**src/rtl/rt_pkg.sv**
```systemverilog
package rt_pkg;
    typedef enum logic [1:0] {
        ST_IDLE   = 2'd0,
        ST_UNLINK = 2'd1,
        ST_LINK   = 2'd2
    } rt_state_e;

    localparam logic [7:0] RT_NO_CORE  = 8'hFF;
    localparam int         RT_WIN_BASE = 256;
    localparam int         RT_ENTRY_SHIFT = 3;
endpackage

```
**src/rtl/rt_decode.sv**
```systemverilog
module rt_decode #(
    parameter int NUM_SPI = 8,
    parameter int ADDR_W  = 16,
    localparam int IDX_W  = (NUM_SPI > 1) ? $clog2(NUM_SPI) : 1
) (
    input  logic [ADDR_W-1:0] addr,
    output logic              in_win,
    output logic              upper,
    output logic [IDX_W-1:0]  idx
);
    import rt_pkg::*;

    logic [ADDR_W-1:0] offs;
    logic [ADDR_W-1:0] entry;

    always_comb begin
        offs   = addr - ADDR_W'(RT_WIN_BASE);
        entry  = offs >> RT_ENTRY_SHIFT;
        in_win = (addr >= ADDR_W'(RT_WIN_BASE)) && (entry < ADDR_W'(NUM_SPI));
        upper  = offs[2];
        idx    = entry[IDX_W-1:0];
    end
endmodule

```
**src/rtl/rt_lookup.sv**
```systemverilog
module rt_lookup #(
    parameter int NUM_CORES = 4,
    parameter logic [NUM_CORES*32-1:0] CORE_AFF = '0,
    localparam int CORE_W = (NUM_CORES > 1) ? $clog2(NUM_CORES) : 1
) (
    input  logic [31:0]       aff,
    output logic              hit,
    output logic [CORE_W-1:0] core
);
    logic [NUM_CORES-1:0] eq;

    for (genvar c = 0; c < NUM_CORES; c++) begin : g_cmp
        assign eq[c] = (aff == CORE_AFF[c*32 +: 32]);
    end

    always_comb begin
        hit  = 1'b0;
        core = '0;
        for (int c = NUM_CORES - 1; c >= 0; c--) begin
            if (eq[c]) begin
                hit  = 1'b1;
                core = CORE_W'(c);
            end
        end
    end
endmodule

```
**src/rtl/rt_bitmap.sv**
```systemverilog
module rt_bitmap #(
    parameter int NUM_SPI   = 8,
    parameter int NUM_CORES = 4,
    localparam int IDX_W  = (NUM_SPI > 1) ? $clog2(NUM_SPI) : 1,
    localparam int CORE_W = (NUM_CORES > 1) ? $clog2(NUM_CORES) : 1
) (
    input  logic                         clk,
    input  logic                         rst_n,
    input  logic                         clr_en,
    input  logic [CORE_W-1:0]            clr_core,
    input  logic                         set_en,
    input  logic [CORE_W-1:0]            set_core,
    input  logic [IDX_W-1:0]             bit_idx,
    output logic [NUM_CORES*NUM_SPI-1:0] map
);
    for (genvar c = 0; c < NUM_CORES; c++) begin : g_core
        logic [NUM_SPI-1:0] row_q;

        always_ff @(posedge clk) begin
            if (!rst_n) begin
                row_q <= (c == 0) ? '1 : '0;
            end else begin
                if (clr_en && clr_core == CORE_W'(c)) row_q[bit_idx] <= 1'b0;
                if (set_en && set_core == CORE_W'(c)) row_q[bit_idx] <= 1'b1;
            end
        end

        assign map[c*NUM_SPI +: NUM_SPI] = row_q;
    end
endmodule

```
**src/rtl/aff_route_table.sv**
```systemverilog
module aff_route_table #(
    parameter int NUM_SPI   = 8,
    parameter int NUM_CORES = 4,
    parameter int ADDR_W    = 16,
    parameter logic [NUM_CORES*32-1:0] CORE_AFF =
        {32'h0102_0304, 32'h0000_0100, 32'h0000_0001, 32'h0000_0000}
) (
    input  logic                         clk,
    input  logic                         rst_n,
    input  logic                         bus_en,
    input  logic                         bus_wr,
    input  logic [ADDR_W-1:0]            bus_addr,
    input  logic [31:0]                  bus_wdata,
    output logic                         busy,
    output logic                         rd_valid,
    output logic [31:0]                  rd_data,
    output logic [8*NUM_SPI-1:0]         tgt_idx,
    output logic [NUM_SPI-1:0]           tgt_valid,
    output logic [NUM_CORES*NUM_SPI-1:0] core_map,
    output logic                         route_changed
);
    import rt_pkg::*;

    localparam int IDX_W  = (NUM_SPI > 1) ? $clog2(NUM_SPI) : 1;
    localparam int CORE_W = (NUM_CORES > 1) ? $clog2(NUM_CORES) : 1;

    rt_state_e         state_q, state_d;
    logic [31:0]       aff_q [NUM_SPI];
    logic [7:0]        tgt_q [NUM_SPI];
    logic [NUM_SPI-1:0] valid_q;
    logic [IDX_W-1:0]  pend_q;

    logic              dec_in_win, dec_upper;
    logic [IDX_W-1:0]  dec_idx;
    logic              lk_hit;
    logic [CORE_W-1:0] lk_core;
    logic              accept, wr_hit;

    rt_decode #(.NUM_SPI(NUM_SPI), .ADDR_W(ADDR_W)) u_decode (
        .addr   (bus_addr),
        .in_win (dec_in_win),
        .upper  (dec_upper),
        .idx    (dec_idx)
    );

    rt_lookup #(.NUM_CORES(NUM_CORES), .CORE_AFF(CORE_AFF)) u_lookup (
        .aff  (aff_q[pend_q]),
        .hit  (lk_hit),
        .core (lk_core)
    );

    rt_bitmap #(.NUM_SPI(NUM_SPI), .NUM_CORES(NUM_CORES)) u_bitmap (
        .clk      (clk),
        .rst_n    (rst_n),
        .clr_en   (state_q == ST_UNLINK && valid_q[pend_q]),
        .clr_core (tgt_q[pend_q][CORE_W-1:0]),
        .set_en   (state_q == ST_LINK && lk_hit),
        .set_core (lk_core),
        .bit_idx  (pend_q),
        .map      (core_map)
    );

    assign accept = bus_en && (state_q == ST_IDLE);
    assign wr_hit = accept && bus_wr && dec_in_win && !dec_upper;
    assign busy   = (state_q != ST_IDLE);

    // Next-state logic
    always_comb begin
        state_d = state_q;
        unique case (state_q)
            ST_IDLE:   if (wr_hit) state_d = ST_UNLINK;
            ST_UNLINK: state_d = ST_LINK;
            ST_LINK:   state_d = ST_IDLE;
            default:   state_d = ST_IDLE;
        endcase
    end

    always_ff @(posedge clk) begin
        if (!rst_n) state_q <= ST_IDLE;
        else        state_q <= state_d;
    end

    // Storage and outputs
    always_ff @(posedge clk) begin
        if (!rst_n) begin
            for (int s = 0; s < NUM_SPI; s++) begin
                aff_q[s] <= CORE_AFF[31:0];
                tgt_q[s] <= 8'd0;
            end
            valid_q       <= '1;
            pend_q        <= '0;
            rd_valid      <= 1'b0;
            rd_data       <= '0;
            route_changed <= 1'b0;
        end else begin
            rd_valid      <= accept && !bus_wr;
            rd_data       <= (dec_in_win && !dec_upper) ? aff_q[dec_idx] : 32'd0;
            route_changed <= (state_q == ST_LINK);
            if (wr_hit) begin
                aff_q[dec_idx] <= bus_wdata;
                pend_q         <= dec_idx;
            end
            if (state_q == ST_LINK) begin
                tgt_q[pend_q]   <= lk_hit ? 8'(lk_core) : RT_NO_CORE;
                valid_q[pend_q] <= lk_hit;
            end
        end
    end

    for (genvar s = 0; s < NUM_SPI; s++) begin : g_out
        logic [NUM_CORES-1:0] col;
        assign tgt_idx[s*8 +: 8] = tgt_q[s];
        for (genvar c = 0; c < NUM_CORES; c++) begin : g_col
            assign col[c] = core_map[c*NUM_SPI + s];
        end

        // bitmap ownership agrees with the valid flag outside the link step
        a_r6_one_owner: assert property (@(posedge clk) disable iff (!rst_n)
            (state_q != ST_LINK) |-> ($countones(col) == int'(tgt_valid[s])));

        // unroutable interrupts carry the reserved code
        a_r7_no_core_code: assert property (@(posedge clk) disable iff (!rst_n)
            !tgt_valid[s] |-> (tgt_idx[s*8 +: 8] == RT_NO_CORE));

        // a routed interrupt names an existing core
        a_r5_idx_range: assert property (@(posedge clk) disable iff (!rst_n)
            tgt_valid[s] |-> (tgt_idx[s*8 +: 8] < 8'(NUM_CORES)));
    end
    assign tgt_valid = valid_q;

    // upper halves read as zero
    a_r4_upper_raz: assert property (@(posedge clk) disable iff (!rst_n)
        (rd_valid && $past(bus_addr[2])) |-> (rd_data == 32'd0));

    // completion pulse follows only the link step
    a_r8_pulse_after_link: assert property (@(posedge clk) disable iff (!rst_n)
        route_changed |-> ($past(state_q) == ST_LINK));

    // busy lasts at least two cycles once raised
    a_r8_busy_len: assert property (@(posedge clk) disable iff (!rst_n)
        $rose(busy) |=> busy);

    // no read response for an access presented while busy
    a_r9_busy_ignored: assert property (@(posedge clk) disable iff (!rst_n)
        busy |=> !rd_valid);
endmodule

```
**config.mk**
```make
export PLATFORM = sky130hd
export DESIGN_NAME = aff_route_table
export DESIGN_NICKNAME = d
export VERILOG_FILES = /design/src/rtl/rt_pkg.sv /design/src/rtl/rt_decode.sv /design/src/rtl/rt_lookup.sv /design/src/rtl/rt_bitmap.sv /design/src/rtl/aff_route_table.sv
export SDC_FILE = /design/constraint.sdc
export NUM_CORES = 1
export LEC_CHECK = 0
export ABC_CLOCK_PERIOD_IN_PS = 21900
export CORE_MARGIN = 5
export CORE_UTILIZATION = 25
export CTS_CLUSTER_DIAMETER = 60
export DETAILED_ROUTE_END_ITERATION = 6
export DONT_BUFFER_PORTS = 1
export PLACE_DENSITY = 0.49
export SYNTH_ARGS = -nofsm -noshare
export SYNTH_HDL_FRONTEND = slang
export SYNTH_HIERARCHICAL = 1
export SYNTH_SLANG_ARGS = --single-unit
```
**constraint.sdc**
```tcl
create_clock -name clk -period 21.9 [get_ports clk]
set_input_delay 5.475 -clock clk [delete_from_list [all_inputs] [get_ports clk]]
set_output_delay 5.475 -clock clk [all_outputs]
set_load 0.01 [all_outputs]
```
After elaboration in Yosys (flattened, before gate mapping)

Memories as Yosys holds them, arrays and structs flattened. A register that Yosys moved wholly into a read port is not among the register bits.
Index checks and enable logic that the tools add are counted.

Output and inout port bits: 139
Word-level logic and storage cells: 111
RAM bits: 320
Bits in registers: 47
Input port bits: 52
Memories kept: 2

Add/sub/neg operators: 1
Equality and inequality tests: 12
Reduce and logical (&&, ||, !) cells: 29
Bitwise gates (word level): 9
Mux-type cells: 45
Order comparisons: 4

Memory list:

| name  | depth | bits a word | read ports | clocked after Yosys merged registers in | write ports | RTL line              | RTL |
|---|---|---|---|---|---|---|---|
| aff_q | 8     | 32          | 2          | 2                                       | 8           | aff_route_table.sv:28 | `logic [31:0] aff_q [NUM_SPI];` |
| tgt_q | 8     | 8           | 9          | 1                                       | 8           | aff_route_table.sv:29 | `logic [7:0] tgt_q [NUM_SPI];` |

Operators by type and width:

| kind                                                         | number |
|---|---|
| 2-to-1 mux 8 bit                                             | 14 |
| bitwise AND 8 bit                                            | 4 |
| == test 32 x 1 -> 1 bit (second input constant)              | 1 |
| == test 32 x 25 -> 1 bit (second input constant)             | 1 |
| == test 32 x 9 -> 1 bit (second input constant)              | 1 |
| logical NOT 32 bit                                           | 1 |
| 2-to-1 mux 32 bit                                            | 1 |
| bitwise OR 8 bit                                             | 4 |
| OR reduction 32 bit                                          | 1 |
| logical AND 1 bit                                            | 18 |
| 2-to-1 mux 3 bit                                             | 6 |
| >= comparator 16 x 9 -> 1 bit (second input constant)        | 1 |
| subtractor 16 x 9 -> 16 bit (second input constant)          | 1 |
| 2-to-1 mux 1 bit                                             | 15 |
| less-than comparator 13 x 4 -> 1 bit (second input constant) | 1 |
| == test 2 bit (second input constant)                        | 5 |
| 2-to-1 mux 2 bit                                             | 5 |
| bitwise mux 8 bit                                            | 1 |
| NOT 8 bit                                                    | 1 |
| OR reduction 8 bit                                           | 1 |
| == test 2 x 1 -> 1 bit (second input constant)               | 3 |
| logical NOT 2 bit                                            | 3 |
| less-than comparator 3 x 4 -> 1 bit (second input constant)  | 1 |
| one-hot mux 2 bit (2 select lines)                           | 1 |
| 7 further kinds                                              | 9 |

Logic depth before layout (Yosys ltp)

Depth in word-level cells: 10
Mapped depth: 11
Depth with buffers taken out: 8

Cells and area by module

Netlist, hierarchy kept.

Modules (own cells, without submodules):

| module          | cells each | instances | area an instance (um^2) | seq. area each (um^2) |
|---|---|---|---|---|
| aff_route_table | 1176       | 1         | 16409.5                 | 9409.0 |
| rt_bitmap       | 122        | 1         | 1227.4                  | 640.6 |
| rt_lookup       | 20         | 1         | 161.4                   | 0.0 |
| rt_decode       | 7          | 1         | 60.1                    | 0.0 |

Worst setup path after synthesis

OpenSTA, ideal clock, no wires.

Kind: input port to flip-flop
Start point: in bus_addr[11]
End point: mem aff_q[0][0], enable pin
Required time: 21.389 ns
Path slack: 11.087 ns
Stages on the path: 5
Data arrival time: 10.302 ns
Setup time: 0.511 ns
Buffers on the path: 1
Path through: or4b_1 > nor4_2 > nand3b_4 > buf_1 > o41ai_1

RTL lines:

| element     | RTL line              | RTL |
|---|---|---|
| from (decl) | aff_route_table.sv:12 | `input logic [ADDR_W-1:0] bus_addr,` |
| to (decl)   | aff_route_table.sv:28 |  |

==> run metrics <==
hpwl dp about 31,000 um; fin nets 1,312; Critical Path, Cell by Cell or4b_1 > nor4_2 > nand3b_4 > o41ai_2 > buf_4; worst path required time around 22 ns; io pins 191; Setup TNS Final 0 ns; post-synthesis net count between 1,000 and 1,500; PortBufs 0; Final Hold Vio Count 0; clock skew 0.0189 ns; Largest delay share family, worst path simple AND/OR/NAND/NOR gates; GP Congestion about 0.76; Slowest-stage cell, CP o41ai_2; # DRC 0; Finished Cell Area 0.0202 mm^2; die area roughly 0.077 mm^2; initial core utilization 25.1%; first-pass GRT wire length 79,900 um; hold-fix buffers at CTS 0; CTS Root Cell clkbuf_16; most frequent cells in the layout edfxtp_1, and2_1, mux2i_1, dfxtp_1, mux4_2; Leakage 6.98 nW; Final Util 28.3%; Arrival @ worst endpoint 8.41 ns; slew at the pin with the worst max-slew slack ~1.1 ns; Post-CTS Setup Bufs 0; CP peak stage delay roughly 0.83 ns; CP Launch Type input port; critical path fanouts, max 28; Clk Latency, worst-skew pair around 0.6 ns; CTS H-tree depth 2; Post-Syn Instances 1,325; total number of vias between 10,000 and 15,000; number of synthesized flops with an enable pin between 200 and 300; max_slew headroom between 20% and 30%; CTS sink cnt between 300 and 400; Pwr Density ~80 mW/mm^2; WL/cell approximately 24 um; antenna-violating nets left 0; worst IR drop on VDD 0.0549 mV; vias in the first global route around 11,000; Tcrit/Tclk final a little under two fifths; final setup fails 0; P&R area growth vs syn 12.9%; share of layout cells above drive strength 1 a little under a fifth; number of cell rows a little under 100; crit end category flip-flop; final std cells w/o fill 2,251; max-slew violation total from the final report 0; CTS clk-pin slew, worst paths ~0.060 ns; post-place setup slack 13.02 ns; post-synthesis average cell area between 10 and 15 um^2; min setup slack post-route 13.71 ns; Die Height approximately 280 um; Inst Count DP between 2,000 and 2,500; ys flop type edfxtp_1; Netlist cell types 50; drt total wl roughly 55,000 um; MaxCap Viol Count 0; Cell Area, Placed around 0.019 mm^2; WP buf/inv 1; status finished clean; Via-to-Cell Ratio 4.78; initial antenna violation count 3; cts repair resizes 0; crit path kind in -> reg; Seq/Total Area, Yosys 56.3%; Max Freq between 0.1 and 0.15 GHz; largest net degree at the start of global routing roughly 140; Die Wd around 280 um; Clock Path Buffers 3; worst hold path type reg -> reg; total global-route track usage between 10 and 15%; Mapped Area around 0.018 mm^2; fin crit period about 8.2 ns; initial DRC count around 890; number of synthesized register bits ~360; total grt overflow 0; Core ar. 0.0711 mm^2; number of buffers created by CTS 48; RSZ-0062 raised after global routing no; share of flip-flops with an asynchronous set or reset 0%; First-pass DRT Iterations 5; most common cell after layout, fill and taps aside edfxtp_1; CTS tree yes; synthesis warning total 6
-- cell usage after synthesis (22+ instances only) --
cell type	number	share of area [%]
mux2i_1	129	7.2
nor2_1	28	0.59
buf_2	22	0.62
o22ai_1	64	2.2
o21ai_0	36	1.0
edfxtp_1	280	47
and2_1	256	9.0
dfxtp_1	82	9.2
mux2_2	36	2.3
clkbuf_1	67	1.4
buf_4	44	1.8
mux4_2	68	8.6
o211ai_1	31	1.3
o21a_1	32	1.3
-- metal layers --
layer | part of all wire [%] | global-route usage, %
met4 | 2.6 | 3.96
met3 | 8.0 | 4.16
met1 | 42 | 17.8
met2 | 48 | 23.3
met5 | 0 | 0
-- through the flow --
stage               power (mW)  hold slack, ns
floorplan                0.836           0.498
global placement         0.847           0.531
CTS                       1.64           0.549
detailed placement       0.848           0.541
global route              1.67           0.566
finish                    1.61           0.542
-- final timing paths --
path                                     from                           to  slack [ns]  depth (start not counted)
setup / recovery                 bus_addr[11]                 aff_q[2][22]       13.71                          5
hold / removal    u_bitmap/g_core[3].row_q[2]  u_bitmap/g_core[3].row_q[2]        0.54                          2
setup reg to reg                    flip-flop                  tgt_q[2][1]       16.72                         10
hold reg to reg   u_bitmap/g_core[3].row_q[2]  u_bitmap/g_core[3].row_q[2]        0.54                          2
-- cell type report --
cell class,count,area (um^2)
tap,950,1190
multi-input combinational,816,7110
inverter,2,7.51
sequential,362,10100
clock inverter,28,265
timing repair buffer,30,225
clock buffer,62,1310
antenna,1,2.50
fill,7253,51000
-- sequential cells by signal, summed over array words and instances (netlist names), named ones only --
signal,count
rd_data,32
rd_valid,1
route_changed,1
aff_q,256
u_bitmap/g_core.row_q,11
state_q,2
tgt_valid,8
pend_q,3
tgt_q,24
-- power breakdown --
part           switching, mW  internal, mW
Clock                  0.310         0.470
Combinational         0.0378        0.0255
Sequential            0.0126         0.758
Total                  0.360          1.25
-- tightest hold or removal path, stage by stage (launching register included) --
cell and delay, ns:
dfxtp_1 0.34, o211ai_1 0.09, o21ai_1 0.06
-- cells by family after synthesis --
logic type,share of synthesized area (%)
multiplexers,18.1
AND/OR/NAND/NOR,14.2
AO/OA/AOI/OAI,7.06
buffers and inverters,4.41
flip-flops,56.3
(Power assumes the default switching activity.)
